### src/rtl/stw_pkg.sv
package stw_pkg;

    // Default safe period: 10 ms at 120 MHz
    localparam int unsigned DEFAULT_SAFE_PERIOD = 1_200_000;
    localparam int unsigned DEFAULT_CNT_W       = 24;

    // Per-timer control state
    typedef struct packed {
        logic armed;    // enable seen on the previous edge
        logic expired;  // counter frozen after a miss
        logic flag;     // sticky timeout
    } stw_state_t;

    // True when one more elapsed cycle reaches the limit
    function automatic logic limit_reached(input logic [31:0] cnt,
                                           input logic [31:0] lim);
        return ({1'b0, cnt} + 33'd1) >= {1'b0, lim};
    endfunction

endpackage

### src/rtl/stw_strobe_decode.sv
module stw_strobe_decode #(
    parameter int unsigned NUM_ALG = 3,
    parameter int unsigned ALG_W   = 2,
    parameter int unsigned STEP_W  = 3
) (
    input  logic              valid_i,
    input  logic [ALG_W-1:0]  alg_i,
    input  logic [STEP_W-1:0] step_i,
    output logic [NUM_ALG-1:0] hit_o
);

    logic first_step;
    assign first_step = valid_i && (step_i == '0);

    for (genvar g = 0; g < NUM_ALG; g++) begin : g_hit
        assign hit_o[g] = first_step && (alg_i == ALG_W'(g));
    end

endmodule

### src/rtl/stw_timer.sv
module stw_timer #(
    parameter int unsigned CNT_W = 24
) (
    input  logic             clk_i,
    input  logic             rst_i,
    input  logic             en_i,
    input  logic             hit_i,
    input  logic [CNT_W-1:0] period_i,
    output logic             timeout_o
);
    import stw_pkg::*;

    logic [CNT_W-1:0] cnt_q;
    stw_state_t       st_q;
    logic             due;

    assign due = limit_reached(32'(cnt_q), 32'(period_i));

    always_ff @(posedge clk_i) begin
        if (rst_i) begin
            cnt_q <= '0;
            st_q  <= '0;
        end else begin
            st_q.armed <= en_i;
            if (!en_i) begin
                cnt_q        <= '0;
                st_q.expired <= 1'b0;
                st_q.flag    <= 1'b0;
            end else if (hit_i || !st_q.armed) begin
                cnt_q        <= '0;
                st_q.expired <= 1'b0;
            end else if (!st_q.expired) begin
                cnt_q <= cnt_q + CNT_W'(1);
                if (due) begin
                    st_q.expired <= 1'b1;
                    st_q.flag    <= 1'b1;
                end
            end
        end
    end

    assign timeout_o = st_q.flag;

endmodule

### src/rtl/stw_seq_watchdog.sv
module stw_seq_watchdog #(
    parameter int unsigned NUM_ALG = 3,
    parameter int unsigned STEP_W  = 3,
    parameter int unsigned CNT_W   = stw_pkg::DEFAULT_CNT_W,
    localparam int unsigned ALG_W  = (NUM_ALG > 1) ? $clog2(NUM_ALG) : 1
) (
    input  logic               clk_i,
    input  logic               rst_i,
    input  logic [NUM_ALG-1:0] enable_i,
    input  logic [CNT_W-1:0]   safe_period_i,
    input  logic               start_valid_i,
    input  logic [ALG_W-1:0]   start_alg_i,
    input  logic [STEP_W-1:0]  start_step_i,
    output logic [NUM_ALG-1:0] timeout_o
);

    logic [NUM_ALG-1:0] hit;

    stw_strobe_decode #(
        .NUM_ALG(NUM_ALG),
        .ALG_W  (ALG_W),
        .STEP_W (STEP_W)
    ) u_decode (
        .valid_i(start_valid_i),
        .alg_i  (start_alg_i),
        .step_i (start_step_i),
        .hit_o  (hit)
    );

    for (genvar a = 0; a < NUM_ALG; a++) begin : g_timer
        stw_timer #(
            .CNT_W(CNT_W)
        ) u_timer (
            .clk_i    (clk_i),
            .rst_i    (rst_i),
            .en_i     (enable_i[a]),
            .hit_i    (hit[a]),
            .period_i (safe_period_i),
            .timeout_o(timeout_o[a])
        );
    end

endmodule

### config.mk
export PLATFORM = sky130hd
export DESIGN_NAME = stw_seq_watchdog
export DESIGN_NICKNAME = d
export VERILOG_FILES = /design/src/rtl/stw_pkg.sv /design/src/rtl/stw_strobe_decode.sv /design/src/rtl/stw_timer.sv /design/src/rtl/stw_seq_watchdog.sv
export SDC_FILE = /design/constraint.sdc
export NUM_CORES = 1
export LEC_CHECK = 0
export BUFFER_PORTS_ARGS = -buffer_cell sky130_fd_sc_hd__buf_2
export CORE_MARGIN = 2
export CORE_UTILIZATION = 40
export DETAILED_ROUTE_END_ITERATION = 6
export HOLD_SLACK_MARGIN = 0.03
export MAX_ROUTING_LAYER = met4
export SYNTH_ARGS = -nofsm -noshare
export SYNTH_HDL_FRONTEND = slang
export SYNTH_SLANG_ARGS = --single-unit
### constraint.sdc
create_clock -name clk_i -period 8.35 [get_ports clk_i]
set_input_delay 0.835 -clock clk_i [delete_from_list [all_inputs] [get_ports clk_i]]
set_output_delay 0.835 -clock clk_i [all_outputs]
set_load 0.1 [all_outputs]
==> results of run 1 <==
cell type report:
class,count,area (µm²),area share
Sequential cell,81,1622,0.2424
Tap cell,188,235.2,0.03516
Clock inverter,3,42.54,0.006359
Inverter,33,123.9,0.01852
Multi-Input combinational cell,613,4224,0.6314
Timing Repair Buffer,39,200.2,0.02992
Clock buffer,11,242.7,0.03628
per-layer routing:
metal | global-route usage | part of all wire
met2 | 0.2951 | 0.44
met1 | 0.2707 | 0.50
met3 | 0.03643 | 0.046
met5 | - | 0
met4 | 0.06012 | 0.012
where the power goes:
part	switching, W	internal, W	total [W]
clock network	0.000162	0.000236	0.000398
registers	0.00000114	0.000388	0.000389
logic	0.0000309	0.0000177	0.0000486
total	0.000194	0.000641	0.000835
cells in the mapped netlist (all sizes together) (2+ instances only):
master / count / area (µm²)
nor2: 117 / 441.7
dfxtp: 81 / 1622
ha: 75 / 938.4
xnor2: 73 / 639.4
nand2: 57 / 214.0
xor2: 54 / 473.0
nand3: 43 / 220.2
a21oi: 34 / 170.2
inv: 33 / 123.9
nor3: 28 / 150.1
o21ai: 21 / 105.1
clkbuf: 20 / 75.07
nand4: 19 / 118.9
and4: 16 / 140.1
buf: 13 / 85.07
nor2b: 10 / 62.56
and3: 9 / 56.30
or3: 9 / 56.30
a221oi: 5 / 43.79
nand2b: 4 / 25.02
nor3b: 4 / 35.03
or4: 4 / 30.03
and2: 3 / 18.77
mux2i: 3 / 30.03
or2: 3 / 18.77
a21o: 2 / 15.01
a311oi: 2 / 17.52
nor4: 2 / 27.53
o211ai: 2 / 15.01
o311ai: 2 / 32.53
worst min-delay path, cell delays in order (launching register included):
cell and delay [ns]:
dfxtp_1 0.31, nand2_1 0.05, o21ai_1 0.05
final timing paths:
kind,slack (ns),start,depth (start not counted),endpoint
worst max-delay path,4.71,g_timer[2].u_timer.cnt_q[0]$_SDFFE_PP0N_,13,g_timer[2].u_timer.st_q[1]$_SDFF_PP0_
worst min-delay path,0.45,g_timer[0].u_timer.timeout_o$_SDFFE_PP0P_,2,g_timer[0].u_timer.timeout_o$_SDFFE_PP0P_
worst max register to register,4.71,g_timer[2].u_timer.cnt_q[0]$_SDFFE_PP0N_,13,g_timer[2].u_timer.st_q[1]$_SDFF_PP0_
worst min register to register,0.45,g_timer[0].u_timer.timeout_o$_SDFFE_PP0P_,2,g_timer[0].u_timer.timeout_o$_SDFFE_PP0P_
stage by stage:
step	power [W]	instances	hold slack (ns)
final	0.0008354	968	0.4466
after global routing	0.0008709	968	0.5026
after global placement	0.0004461	954	0.4390
after detailed placement	0.0004465	954	0.4405
after floorplan	0.0004221	760	0.4296
after CTS	0.0008482	968	0.4491
logic make-up after synthesis:
family / Yosys count
muxes: 3
and+or+nand+nor: 332
buffers and inverters: 66
AOI/OAI and AO/OA: 76
adders and majority gates: 75
xor gates and xnor gates: 127
DFF: 81
state kept, by name, indices dropped and copies added, names as in the netlist:
register and cells:
g_timer.u_timer.timeout_o 3, g_timer.u_timer.st_q 6, g_timer.u_timer.cnt_q 72
==> impl_results.md, run 1 <==
- Port bufs: 37
- Per-cell routed wire length: 14.98 µm
- Commonest non-fill, non-tap cells in the layout: 116 x nor2_1, 81 x dfxtp_1, 75 x ha_1
- CP peak stage delay: ~0.66 ns
- Critical-path top delay cell: or4_1
- VDD IR max: approximately 0.095 mV
- Status: finished clean
- Seq/Total Area, Yosys: 0.2654
- Leak Pwr: between 2 and 3 nW
- Min Tclk post-route: ~3.6 ns
- Fin area: ~6700 µm²
- Data arrival, critical path: approximately 3.9 ns
- Main combinational cell family by area after synthesis: simple AND/OR/NAND/NOR gates
- GRT Residual Overflow: 0
- Antenna-violating nets left: 0
- Fraction of layout cells with a size suffix above 1: 0.07821
- CTS resizes: 0
- Routed vias/inst: approximately 5
- Synth Area in Compound Gates: 0.07721
- Die W: around 130 µm
- Fin crit share: 0.4363
- Post-CTS Hold Buffers: 0
- Total negative slack: 0 ns
- Max-cap violations: 0
- Ys flop type: dfxtp_1
- Initial Util: 0.4049
- Reg clk slew, reported paths: approximately 0.06 ns
- Syn Inst Count: 760
- Mux contribution to synthesized area: 0.004915
- Antenna diodes: 0
- Crit Path Max Fanout: 6
- CP cell instances: ha_1, nand3_2, or4_1, or2_1, nor2_1, xor2_1, ha_1, and4_1, and4b_1, a311oi_1, o2111ai_1, nor3_1, nor2_1
- Initial DRC count: about 240
- RSZ-0062 raised after global routing: false
- Count of different cell masters after synthesis: 52
- Hold Vio Cnt, Final: 0
- Syn Area/Cell: 8.039 µm²
- Worst skew pair latency: ~0.36 ns
- CP startpoint kind: register
- Die Ht: about 130 µm
- CORE AREA: approximately 15000 µm²
- H-tree levels: 3
- FILL cells: roughly 1500
- Clk sinks: 81
- #FFs+latches synth: between 80 and 90
- Drt pass-1 iters: 5
- Post-synth EDFFs: 0
- Clock Skew: between 0.01 and 0.015 ns
- Pre-CTS setup slack: around 4.7 ns
- Vias: between 4000 and 5000
- Hold crit path type: reg2reg
- WL final: between 10000 and 15000 µm
- Tot GR Track Use: 0.1972
- DIE AREA: 16280 µm²
- Clock buffer depth: 2
- Setup repair bufs after CTS: 0
- Post-DP Area: around 6400 µm²
- Setup WS post-layout: between 4 and 5 ns
- Critical path type: reg2reg
- Hpwl dp: approximately 11000 µm
- # DRC: 0
- Ports: 38
- Fmax: about 270 MHz
- Nets@finish: ~890
- Final slew viol count: 0
- Post-synthesis adder-cell area fraction: 0.1536
- Most common cell after layout, fill and taps aside: nor2_1
- Cell Pwr Density: around 120 nW/µm²
- Inserted Clock Buffers: 9
- Initial antenna violation count: 0
- Slew HR: 0.3163
- P&R area growth vs syn: 9.502%
- Worst EP required: 8.55 ns
- Global-route wire length before repair: between 20000 and 25000 µm
- Asr flop ratio synth: 0
- Worst Max-Slew Pin Slew: roughly 1.0 ns
- Synthesized area: approximately 6100 µm²
- Net Count, Synth: a little under 900
- Buffers and inverters on the worst path: 0
- Synth Area in Simple Gates: 0.2703
- Std-Cell Rows: between 40 and 50
- Final GP Congestion: around 0.85
- Synth Area in XOR/XNOR: 0.1821
- Vias in the first global route: 4795
- Yosys warns: 0
- Setup Viol. Count Final: 0
- TritonCTS clock tree: built
- Final Core Density: 0.4434
- Clk root buf: clkbuf_16
- Nature of the critical path endpoint: register
- CP delay by family, top: simple AND/OR/NAND/NOR gates
- Largest net degree at the start of global routing: 28
Power figures use the tool's default switching activity.
==> inputs of run 2 (changes only) <==
==> constraint.sdc (replaced) <==
create_clock -name clk_i -period 3.5 [get_ports clk_i]
set_input_delay 0.35 -clock clk_i [delete_from_list [all_inputs] [get_ports clk_i]]
set_output_delay 0.35 -clock clk_i [all_outputs]
set_load 0.1 [all_outputs]
==> run 2 against run 1 <==
Effect of this change: die area stayed put; worst hold slack worse by 0.22 ns; cell area is 3.5% higher; largest power group unchanged.
==> impl_results.md, run 2 (synthesis gave the netlist of run 1 again) <==
- Antenna-violating nets left: 0
- Fraction of layout cells with a size suffix above 1: 0.1152
- Nature of the critical path endpoint: register
- Tot GR Track Use: 0.1999
- Clk root buf: clkbuf_16
- DIE AREA: 16280 µm²
- Clock buffer depth: 2
- HP Start: rst_i
- CP startpoint kind: register
- Final slew viol count: 0
- Worst Max-Slew Pin Slew: approximately 0.96 ns
- Vias in the first global route: 4807
- Routed vias/inst: 5.143
- H-tree levels: 3
- WHS Endpoint: g_timer[2].u_timer.st_q[2]$_SDFF_PP0_
- RSZ-0062 raised after global routing: false
- Drt pass-1 iters: 5
- Critical path type: reg2reg
- Final Core Density: 0.4589
- Worst EP required: around 3.7 ns
- Reg-to-reg setup timing slack: roughly 0.22 ns
- Global-route wire length before repair: 24610 µm
- Antenna diodes: 0
- WL final: between 15000 and 20000 µm
- Hold Vio Cnt, Final: 0
- Reg2reg path depth: 13
- Fmax: between 300 and 400 MHz
- Commonest non-fill, non-tap cells in the layout: 116 x nor2_1, 81 x dfxtp_1, 74 x ha_1
- Clock Skew: ~0.007 ns
- Slew HR: 0.3613
- Worst skew pair latency: 0.35 ns
- Port bufs: 37
- Setup WS post-layout: roughly 0.22 ns
- CORE AREA: ~15000 µm²
- Die Ht: 127.6 µm
- FILL cells: ~1500
- Nets@finish: around 900
- Crit Path Max Fanout: 5
- Largest net degree at the start of global routing: 28
- Die W: between 100 and 150 µm
- Reg clk slew, reported paths: about 0.060 ns
- Hold crit path type: in2reg
- TritonCTS clock tree: built
- Clk sinks: between 80 and 90
- Max FFs per register: between 70 and 80
- Initial Util: 0.4049
- Vias: between 5000 and 6000
- Total negative slack: 0 ns
- Setup Viol. Count Final: 0
- Data arrival, critical path: between 3 and 4 ns
- Final GP Congestion: 0.8387
- Per-cell routed wire length: 15.09 µm
- Pre-CTS setup slack: 0.1173 ns
- Leak Pwr: 2.913 nW
- Cell Pwr Density: 295.4 nW/µm²
- Crit Reg-Reg Startpoint: g_timer[0].u_timer.cnt_q[1]$_SDFFE_PP0N_
- Hold depth: 2
- Worst R2R End: g_timer[0].u_timer.st_q[1]$_SDFF_PP0_
- Fin crit share: 0.9383
- Top reg by flops: g_timer.u_timer.cnt_q
- P&R area growth vs syn: 13.33%
- Initial antenna violation count: 0
- Hpwl dp: 11590 µm
- Ports: 38
- Initial DRC count: between 300 and 400
- Min Tclk post-route: around 3.3 ns
- VDD IR max: roughly 0.26 mV
- Post-CTS Hold Buffers: 0
- Most common cell after layout, fill and taps aside: nor2_1
- Max-cap violations: 0
- Status: finished clean
- GRT Residual Overflow: 0
- # DRC: 0
- Std-Cell Rows: between 40 and 50
- Inserted Clock Buffers: 9
==> run 2: metal layers <==
metal  global-route usage  up-vias  wire, µm
li1                     -     2696         -
met1               0.2775     2314      7650
met2               0.2957       91      6433
met3              0.03015       16       665
met4              0.07111        0       262
met5                    -        -         0
==> run 2: metrics by stage <==
stage / hold slack, ns / power [W] / cells / cell area [µm²]
after floorplan: 0.4296 / 0.001007 / 760 / 6110
after global placement: 0.4492 / 0.001066 / 979 / 6593
after global routing: 0.2554 / 0.002117 / 995 / 6924
after detailed placement: 0.4696 / 0.001066 / 979 / 6593
after CTS: 0.2281 / 0.002079 / 993 / 6892
final: 0.2303 / 0.002045 / 995 / 6924
==> run 2: cell type report <==
cell class / count / area [µm²] / area share
clock buffers: 10 / 229.0 / 0.03307
clock inverters: 4 / 70.07 / 0.01012
inverters: 33 / 123.9 / 0.01789
multi-input cells: 613 / 4242 / 0.6126
flip-flops and latches: 81 / 1622 / 0.2342
well taps: 188 / 235.2 / 0.03397
repair buffers: 66 / 402.9 / 0.05819
==> run 2: timing repair <==
item,CTS,global route
gates resized for setup,0,5
endpoints found under the setup margin,0,4
setup buffers,0,2
==> run 2: critical path, cell delays in order (launching register included) <==
cell and delay (ns):
dfxtp_1 0.37, ha_1 0.25, nand4_1 0.23, nor3_2 0.32, nand2_1 0.17, nor2_1 0.15
xor2_1 0.17, ha_1 0.26, and4_1 0.22, and4_1 0.20, a221oi_1 0.31, o211ai_1 0.19
a2bb2oi_1 0.22, o21ai_0 0.11
==> run 2: how the worst max path moves through the flow <==
stage                                                         from                                        end  cells after the start
after floorplan           g_timer[2].u_timer.cnt_q[0]$_SDFFE_PP0N_  g_timer[2].u_timer.timeout_o$_SDFFE_PP0P_                     15
final                     g_timer[0].u_timer.cnt_q[1]$_SDFFE_PP0N_      g_timer[0].u_timer.st_q[1]$_SDFF_PP0_                     13
after detailed placement  g_timer[2].u_timer.cnt_q[1]$_SDFFE_PP0N_      g_timer[2].u_timer.st_q[1]$_SDFF_PP0_                     13
after CTS                 g_timer[2].u_timer.cnt_q[1]$_SDFFE_PP0N_      g_timer[2].u_timer.st_q[1]$_SDFF_PP0_                     13
after global routing      g_timer[0].u_timer.cnt_q[1]$_SDFFE_PP0N_      g_timer[0].u_timer.st_q[1]$_SDFF_PP0_                     13
after global placement    g_timer[2].u_timer.cnt_q[1]$_SDFFE_PP0N_      g_timer[2].u_timer.st_q[1]$_SDFF_PP0_                     13
==> run 2: power breakdown <==
group	total, W	switching, W	internal [W]	leakage (nW)
Sequential	0.000926	0.00000180	0.000925	0.653
Combinational	0.000119	0.0000747	0.0000439	2.11
Clock	0.00100	0.000386	0.000614	0.148
